**config.mk**
```make
export PLATFORM = sky130hd
export DESIGN_NAME = nand_bbscan
export DESIGN_NICKNAME = d
export VERILOG_FILES = /design/src/rtl/bbscan_pkg.sv /design/src/rtl/bbscan_dp.sv /design/src/rtl/bbscan_ctrl.sv /design/src/rtl/nand_bbscan.sv
export SDC_FILE = /design/constraint.sdc
export NUM_CORES = 1
export LEC_CHECK = 0
export ABC_AREA = 1
export BUFFER_PORTS_ARGS = -buffer_cell sky130_fd_sc_hd__buf_2
export CAP_MARGIN = 40
export CORE_ASPECT_RATIO = 1.5
export CORE_UTILIZATION = 40
export DETAILED_ROUTE_END_ITERATION = 10
export HOLD_SLACK_MARGIN = 0.1
export PLACE_DENSITY = 0.6
export SYNTH_ARGS = -nofsm -noshare
export SYNTH_HDL_FRONTEND = slang
export SYNTH_SLANG_ARGS = --single-unit
```
**constraint.sdc**
```tcl
create_clock -name clk -period 2.25 [get_ports clk]
set_clock_uncertainty 0.15 [all_clocks]
set_input_delay 0.45 -clock clk [delete_from_list [all_inputs] [get_ports clk]]
set_output_delay 0.45 -clock clk [all_outputs]
set_load 0.02 [all_outputs]
```
**src/rtl/bbscan_pkg.sv**
```systemverilog
package bbscan_pkg;

  localparam int SPARE_BYTES = 6;
  localparam int SPARE_W     = SPARE_BYTES * 8;

  typedef enum logic [0:0] {
    ST_IDLE = 1'b0,
    ST_SCAN = 1'b1
  } scan_state_t;

  // strobes from control to datapath
  typedef struct packed {
    logic load;    // latch clamped bounds and mode
    logic commit;  // store verdict for current block, step forward
    logic fail;    // record read error
  } scan_strobe_t;

endpackage

```
**src/rtl/bbscan_dp.sv**
```systemverilog
module bbscan_dp
  import bbscan_pkg::*;
#(
  parameter int NUM_BLOCKS = 64,
  parameter int PAGE_W     = 24,
  parameter int PPB_W      = 16,
  localparam int BLK_W     = $clog2(NUM_BLOCKS),
  localparam int IDX_W     = BLK_W + 2
) (
  input  logic                    clk,
  input  logic                    rst_n,
  input  scan_strobe_t            stb,
  input  logic signed [IDX_W-1:0] firstIdx,
  input  logic signed [IDX_W-1:0] lastIdx,
  input  logic                    smallPage,
  input  logic                    wideBus,
  input  logic [PPB_W-1:0]        pagesPerBlock,
  input  logic [SPARE_W-1:0]      rdSpare,
  input  logic [BLK_W-1:0]        qIdx,
  output logic                    emptyRange,
  output logic                    atLast,
  output logic [PAGE_W-1:0]       rdPage,
  output logic                    scanErr,
  output logic                    qBad,
  output logic                    qKnown
);

  localparam logic signed [IDX_W-1:0] NB_S  = IDX_W'(NUM_BLOCKS);
  localparam logic signed [IDX_W-1:0] TOP_S = IDX_W'(NUM_BLOCKS - 1);

  logic signed [IDX_W-1:0] firstClamp, lastClamp;
  logic [BLK_W-1:0]        curQ, lastQ;
  logic [PAGE_W-1:0]       pageQ;
  logic [PPB_W-1:0]        ppbQ;
  logic                    wideQ, smallQ, errQ;
  logic [NUM_BLOCKS-1:0]   badQ, knownQ;
  logic [7:0]              spareByte [SPARE_BYTES];
  logic                    verdict;

  // bound clamping
  always_comb begin
    if (firstIdx[IDX_W-1] || firstIdx >= NB_S) firstClamp = '0;
    else                                       firstClamp = firstIdx;
    if ((&lastIdx) || lastIdx >= NB_S)         lastClamp  = TOP_S;
    else                                       lastClamp  = lastIdx;
  end
  assign emptyRange = lastClamp < firstClamp;

  // spare byte unpacking
  for (genvar k = 0; k < SPARE_BYTES; k++) begin : g_spare
    assign spareByte[k] = rdSpare[8*k +: 8];
  end

  // marker verdict
  always_comb begin
    verdict = 1'b0;
    if (wideQ && ((spareByte[0] & spareByte[1]) != 8'hFF)) verdict = 1'b1;
    if (smallQ  && (spareByte[5] != 8'hFF))                verdict = 1'b1;
    if (!smallQ && (spareByte[0] != 8'hFF))                verdict = 1'b1;
  end

  assign atLast = (curQ == lastQ);
  assign rdPage = pageQ;
  assign scanErr = errQ;

  always_ff @(posedge clk or negedge rst_n) begin
    if (!rst_n) begin
      curQ   <= '0;
      lastQ  <= '0;
      pageQ  <= '0;
      ppbQ   <= '0;
      wideQ  <= 1'b0;
      smallQ <= 1'b0;
      errQ   <= 1'b0;
    end else if (stb.load) begin
      curQ   <= firstClamp[BLK_W-1:0];
      lastQ  <= lastClamp[BLK_W-1:0];
      pageQ  <= PAGE_W'(firstClamp[BLK_W-1:0]) * PAGE_W'(pagesPerBlock);
      ppbQ   <= pagesPerBlock;
      wideQ  <= wideBus;
      smallQ <= smallPage;
      errQ   <= 1'b0;
    end else if (stb.fail) begin
      errQ   <= 1'b1;
    end else if (stb.commit && !atLast) begin
      curQ   <= curQ + 1'b1;
      pageQ  <= pageQ + PAGE_W'(ppbQ);
    end
  end

  // bad/known bitmap
  always_ff @(posedge clk or negedge rst_n) begin
    if (!rst_n) begin
      badQ   <= '0;
      knownQ <= '0;
    end else if (stb.commit) begin
      badQ[curQ]   <= verdict;
      knownQ[curQ] <= 1'b1;
    end
  end

  assign qBad   = badQ[qIdx];
  assign qKnown = knownQ[qIdx];

  // a verdict is only committed for a block inside the clamped range
  assert_commit_in_range_R7: assert property (@(posedge clk) disable iff (!rst_n)
    stb.commit |-> (curQ <= lastQ));

  // known bits never drop once set
  assert_known_sticky_R1: assert property (@(posedge clk) disable iff (!rst_n)
    1'b1 |=> ((($past(knownQ)) & ~knownQ) == '0));

endmodule

```
**src/rtl/bbscan_ctrl.sv**
```systemverilog
module bbscan_ctrl
  import bbscan_pkg::*;
(
  input  logic         clk,
  input  logic         rst_n,
  input  logic         start,
  input  logic         emptyRange,
  input  logic         atLast,
  input  logic         rdAck,
  input  logic         rdErr,
  output scan_strobe_t stb,
  output logic         rdReq,
  output logic         busy,
  output logic         done
);

  scan_state_t stateQ;
  logic        doneQ;

  always_comb begin
    stb = '0;
    if (stateQ == ST_IDLE && start) stb.load = 1'b1;
    if (stateQ == ST_SCAN && rdAck) begin
      if (rdErr) stb.fail   = 1'b1;
      else       stb.commit = 1'b1;
    end
  end

  always_ff @(posedge clk or negedge rst_n) begin
    if (!rst_n) begin
      stateQ <= ST_IDLE;
      doneQ  <= 1'b0;
    end else begin
      doneQ <= 1'b0;
      unique case (stateQ)
        ST_IDLE: if (start) begin
          if (emptyRange) doneQ  <= 1'b1;
          else            stateQ <= ST_SCAN;
        end
        ST_SCAN: if (rdAck && (rdErr || atLast)) begin
          stateQ <= ST_IDLE;
          doneQ  <= 1'b1;
        end
        default: stateQ <= ST_IDLE;
      endcase
    end
  end

  assign rdReq = (stateQ == ST_SCAN);
  assign busy  = (stateQ == ST_SCAN);
  assign done  = doneQ;

  assert_done_single_R10: assert property (@(posedge clk) disable iff (!rst_n)
    done |=> !done);

  assert_req_held_R11: assert property (@(posedge clk) disable iff (!rst_n)
    (rdReq && !rdAck) |=> rdReq);

  assert_no_req_at_done_R9: assert property (@(posedge clk) disable iff (!rst_n)
    done |-> !rdReq);

endmodule

```
**src/rtl/nand_bbscan.sv**
```systemverilog
module nand_bbscan
  import bbscan_pkg::*;
#(
  parameter int NUM_BLOCKS = 64,
  parameter int PAGE_W     = 24,
  parameter int PPB_W      = 16,
  localparam int BLK_W     = $clog2(NUM_BLOCKS),
  localparam int IDX_W     = BLK_W + 2
) (
  input  logic                    clk,
  input  logic                    rst_n,
  input  logic                    start,
  input  logic signed [IDX_W-1:0] firstIdx,
  input  logic signed [IDX_W-1:0] lastIdx,
  input  logic                    smallPage,
  input  logic                    wideBus,
  input  logic [PPB_W-1:0]        pagesPerBlock,
  output logic                    rdReq,
  output logic [PAGE_W-1:0]       rdPage,
  input  logic                    rdAck,
  input  logic                    rdErr,
  input  logic [SPARE_W-1:0]      rdSpare,
  output logic                    busy,
  output logic                    done,
  output logic                    scanErr,
  input  logic [BLK_W-1:0]        qIdx,
  output logic                    qBad,
  output logic                    qKnown
);

  scan_strobe_t stb;
  logic         emptyRange, atLast;

  bbscan_ctrl u_ctrl (
    .clk        (clk),
    .rst_n      (rst_n),
    .start      (start),
    .emptyRange (emptyRange),
    .atLast     (atLast),
    .rdAck      (rdAck),
    .rdErr      (rdErr),
    .stb        (stb),
    .rdReq      (rdReq),
    .busy       (busy),
    .done       (done)
  );

  bbscan_dp #(
    .NUM_BLOCKS (NUM_BLOCKS),
    .PAGE_W     (PAGE_W),
    .PPB_W      (PPB_W)
  ) u_dp (
    .clk           (clk),
    .rst_n         (rst_n),
    .stb           (stb),
    .firstIdx      (firstIdx),
    .lastIdx       (lastIdx),
    .smallPage     (smallPage),
    .wideBus       (wideBus),
    .pagesPerBlock (pagesPerBlock),
    .rdSpare       (rdSpare),
    .qIdx          (qIdx),
    .emptyRange    (emptyRange),
    .atLast        (atLast),
    .rdPage        (rdPage),
    .scanErr       (scanErr),
    .qBad          (qBad),
    .qKnown        (qKnown)
  );

  // address from the datapath stays put while the control waits
  assert_page_stable_R11: assert property (@(posedge clk) disable iff (!rst_n)
    (rdReq && !rdAck) |=> $stable(rdPage));

endmodule

```
==> out/qor.csv <==
stage;metric;value;unit
outcome;status;complete, but fails checks;
outcome;violations;negative setup slack;
drt;via_per_inst;5.061;
floorplan;dieHeight;226.5;um
timing;finalSetupViolations;21;
cts;clkLatencyLatePin;460;ps
setup_path;critPathMaxFanout;6;
cells_and_area;drive_gt1_share;31.04;%
power_and_ir_drop;cellPowerDensity;901.9;mW/mm^2
cells_and_area;layoutNonFillerInstCount;2496;
timing;drv_slew;0;
timing;period_minus_slack;3712;ps
cells_and_area;design_area;0.01770;sq mm
floorplan;core;0.03284;sq mm
timing;fmax;269.4;MHz
timing;finalWorstSetupSlack;-1462;ps
cells_and_area;final_cell_mix;nand2_1 (360), inv_1 (222), nor2_1 (197);
drt;first_pass_iters;5;
setup_path;arrival;3910;ps
setup_path;r2r-end;u_dp.rdPage[20]$_DFFE_PN0P_;
drt;drt_iter0_markers;529;
placed_design;portBuffers;98;
floorplan;die_area;0.03435;sq mm
setup_path;critPathKind;in -> reg;
floorplan;rows;81;
synth;ys_types;42;
setup_path;cp-end-kind;flip-flop;
power_and_ir_drop;clockPowerShare;21.4;%
setup_path;required;2450;ps
synth;yosys_register_bits;185;
placed_design;dpl_cell_area;0.01617;sq mm
floorplan;die_w;151.7;um
drt;postRouteWirelength;40470;um
worst_hold_path;whs_path_depth;3;
global_route;grt_pass1_vias;12780;
cts;clockBufferDepth;2;
synth;synth_ff_type;dfrtp_1;
power_and_ir_drop;leakage;9.204;nW
run;maxCapViolCount;0;
cts;cts_tree;yes;
global_route;gr-total-overflow;0;
setup_path;worstRegToRegCells;15;
setup_path;start_kind;input port;
cells_and_area;syn_to_final_growth;31.73;%
worst_hold_path;hold_class;in -> reg;
timing;timing_hold_violations_final;0;
global_route;grt_usage;24.70;%
timing;fin_crit_sh;165.0;%
synth;yosys_warnings;0;
placed_design;routabilityCongestion;0.9258;
worst_hold_path;min-delay-start;rdErr;
global_route;grt_max_degree;65;
floorplan;start_util;40.93;%
global_route;antenna_found_initial;0;
timing;rsz0062_at_grt;yes;
synth;netlist_area;0.01344;sq mm
placed_design;place_inst;2447;
cts;htreeDepth;4;
power_and_ir_drop;swShare;41.52;%
setup_path;r2r_slack;-70;ps
worst_hold_path;worst_hold_path.endpoint;u_dp.scanErr$_DFFE_PN0P_;
cts;clk_pin_slew;70;ps
synth;syn-mean-instance-area;7.372;sq um
global_route;grt_pass1_wl;64980;um
power_and_ir_drop;switchingPower;6.630;mW
cts;cts_sinks;185;
power_and_ir_drop;power_frac_seq;30.8;%
power_and_ir_drop;power.internal;9.337;mW
placed_design;hpwl;30140;um
drt;drc;0;
cells_and_area;diodes;0;
cells_and_area;fin_nets;2273;
power_and_ir_drop;combPwrFrac;47.8;%
drt;wl_per_cell;16.21;um
synth;synth_edf_count;0;
power_and_ir_drop;peakVddDrop;0.0006754;V
floorplan;io_pins;123;
drt;drtAntennaViolNets;0;
cts;numCtsBuffers;17;
synth;async_flop_share;100.0;%
drt;vias;12630;
setup_path;rr_startpoint;u_dp.ppbQ[0]$_DFFE_PN0P_;
cts;cts-root-buf;clkbuf_16;
synth;ys_seq_area_share;34.45;%
cells_and_area;layout_commonest_cell;nand2_1;
synth;netlist_instances;1823;
per-stage QoR:
stage | setup WS, ps | hold WS (ps) | total power, mW | utilization, % | TNS [ps]
after floorplan | -1564 | 4.409 | 9.541 | - | -25740
after global placement | -2043 | 285.9 | 12.17 | 49.25 | -34940
after detailed placement | -2089 | 288.8 | 12.29 | 49.25 | -36090
after CTS | -1435 | 114.9 | 15.90 | 52.82 | -23810
after global routing | -1643 | 124.9 | 17.12 | 53.91 | -26890
final | -1462 | 130.0 | 15.97 | 53.91 | -23990
critical path, stage by stage:
cell     delay, ps
buf_12         110
inv_16          50
nand2_8         70
nor2_4         120
inv_4           70
buf_12         150
nor2_4         120
fa_1           430
fa_1           560
inv_1           50
fa_1           490
inv_2           50
ha_4           320
nand2_4         80
buf_4          160
nor3_2         210
nand2_2         90
nand2_1         70
nand2_1         50
nand3_1         60
nand2_1         60
nand2_1         50
nand2_1         40
metal layers:
metal / share of wire [%] / global-route usage (%) / vias to the layer above
li1: - / - / 6241
met1: 38 / 26.49 / 6055
met2: 54 / 46.35 / 233
met3: 3.1 / 3.682 / 104
met4: 4.4 / 11.66 / 0
met5: 0 / 0 / -
flip-flops by register name, summed over array words and instances (netlist names):
name and count:
u_dp.badQ 64, u_dp.knownQ 64, u_dp.rdPage 24, u_dp.ppbQ 16
u_dp.curQ 6, u_dp.lastQ 6, u_ctrl.busy 1, u_ctrl.done 1
u_dp.scanErr 1, u_dp.smallQ 1, u_dp.wideQ 1
cell type report:
class	instances	area, sq um
multi-input combinational	1306	8498
fill	3126	15130
inverter	273	1084
clock buffer	21	460.4
tap	415	519.2
timing repair buffer	285	2307
clock inverter	11	205.2
sequential	185	4629
cell usage after synthesis (all sizes together) (13+ instances only):
| cell | count | share of area (%) |
|---|---|---|
| nor2 | 259 | 7.3 |
| nand2 | 426 | 12 |
| dfrtp | 185 | 34 |
| ha | 54 | 5.0 |
| inv | 263 | 7.3 |
| fa | 58 | 8.6 |
| nor3 | 13 | 0.52 |
| buf | 27 | 1.3 |
| nand4 | 19 | 0.88 |
| o21ai | 182 | 6.8 |
| mux2 | 48 | 4.0 |
| nand3 | 81 | 3.1 |
| clkbuf | 33 | 0.93 |
| a21oi | 74 | 2.8 |
| or2 | 52 | 2.4 |
worst max path at each step:
| stage | end | slack (ps) | depth (start not counted) | from |
|---|---|---|---|---|
| finish | u_dp.rdPage[18]$_DFFE_PN0P_ | -1460 | 23 | firstIdx[6] |
| global route | u_dp.rdPage[18]$_DFFE_PN0P_ | -1640 | 25 | firstIdx[6] |
| CTS | u_dp.rdPage[18]$_DFFE_PN0P_ | -1440 | 24 | firstIdx[6] |
| detailed placement | u_dp.rdPage[11]$_DFFE_PN0P_ | -2090 | 22 | firstIdx[6] |
| global placement | u_dp.rdPage[11]$_DFFE_PN0P_ | -2040 | 22 | firstIdx[6] |
| floorplan | u_dp.rdPage[21]$_DFFE_PN0P_ | -1560 | 23 | firstIdx[6] |
cells by family after synthesis:
group / after synthesis / synth area share [%]
flip-flops: 185 / 34.45
AO/OA/AOI/OAI: 275 / 10.63
multiplexers: 48 / 4.022
adder cells (fa/ha/maj): 112 / 13.67
AND/OR/NAND/NOR: 861 / 26.82
XOR/XNOR: 8 / 0.5214
other: 1 / 0.02790
buffers and inverters: 333 / 9.859
power groups by stage:
stage,combinational (mW),clock [mW],sequential (mW)
2_1_floorplan,4.55,0,4.99
6_report,7.63,3.42,4.92
3_3_place_gp,7.26,0,4.91
5_1_grt,8.50,3.60,5.02
3_5_place_dp,7.34,0,4.95
4_1_cts,7.52,3.49,4.90
repair_timing:
item,4_1_cts,5_1_grt
hold buffers,3,0
endpoints found under the setup margin,22,23
gates cloned,4,1
gates resized for setup,133,105
buffers inserted,3,6
hold endpoints to repair,46,0
pin swaps,33,54
No activity file was read; power rests on OpenSTA's default activity.
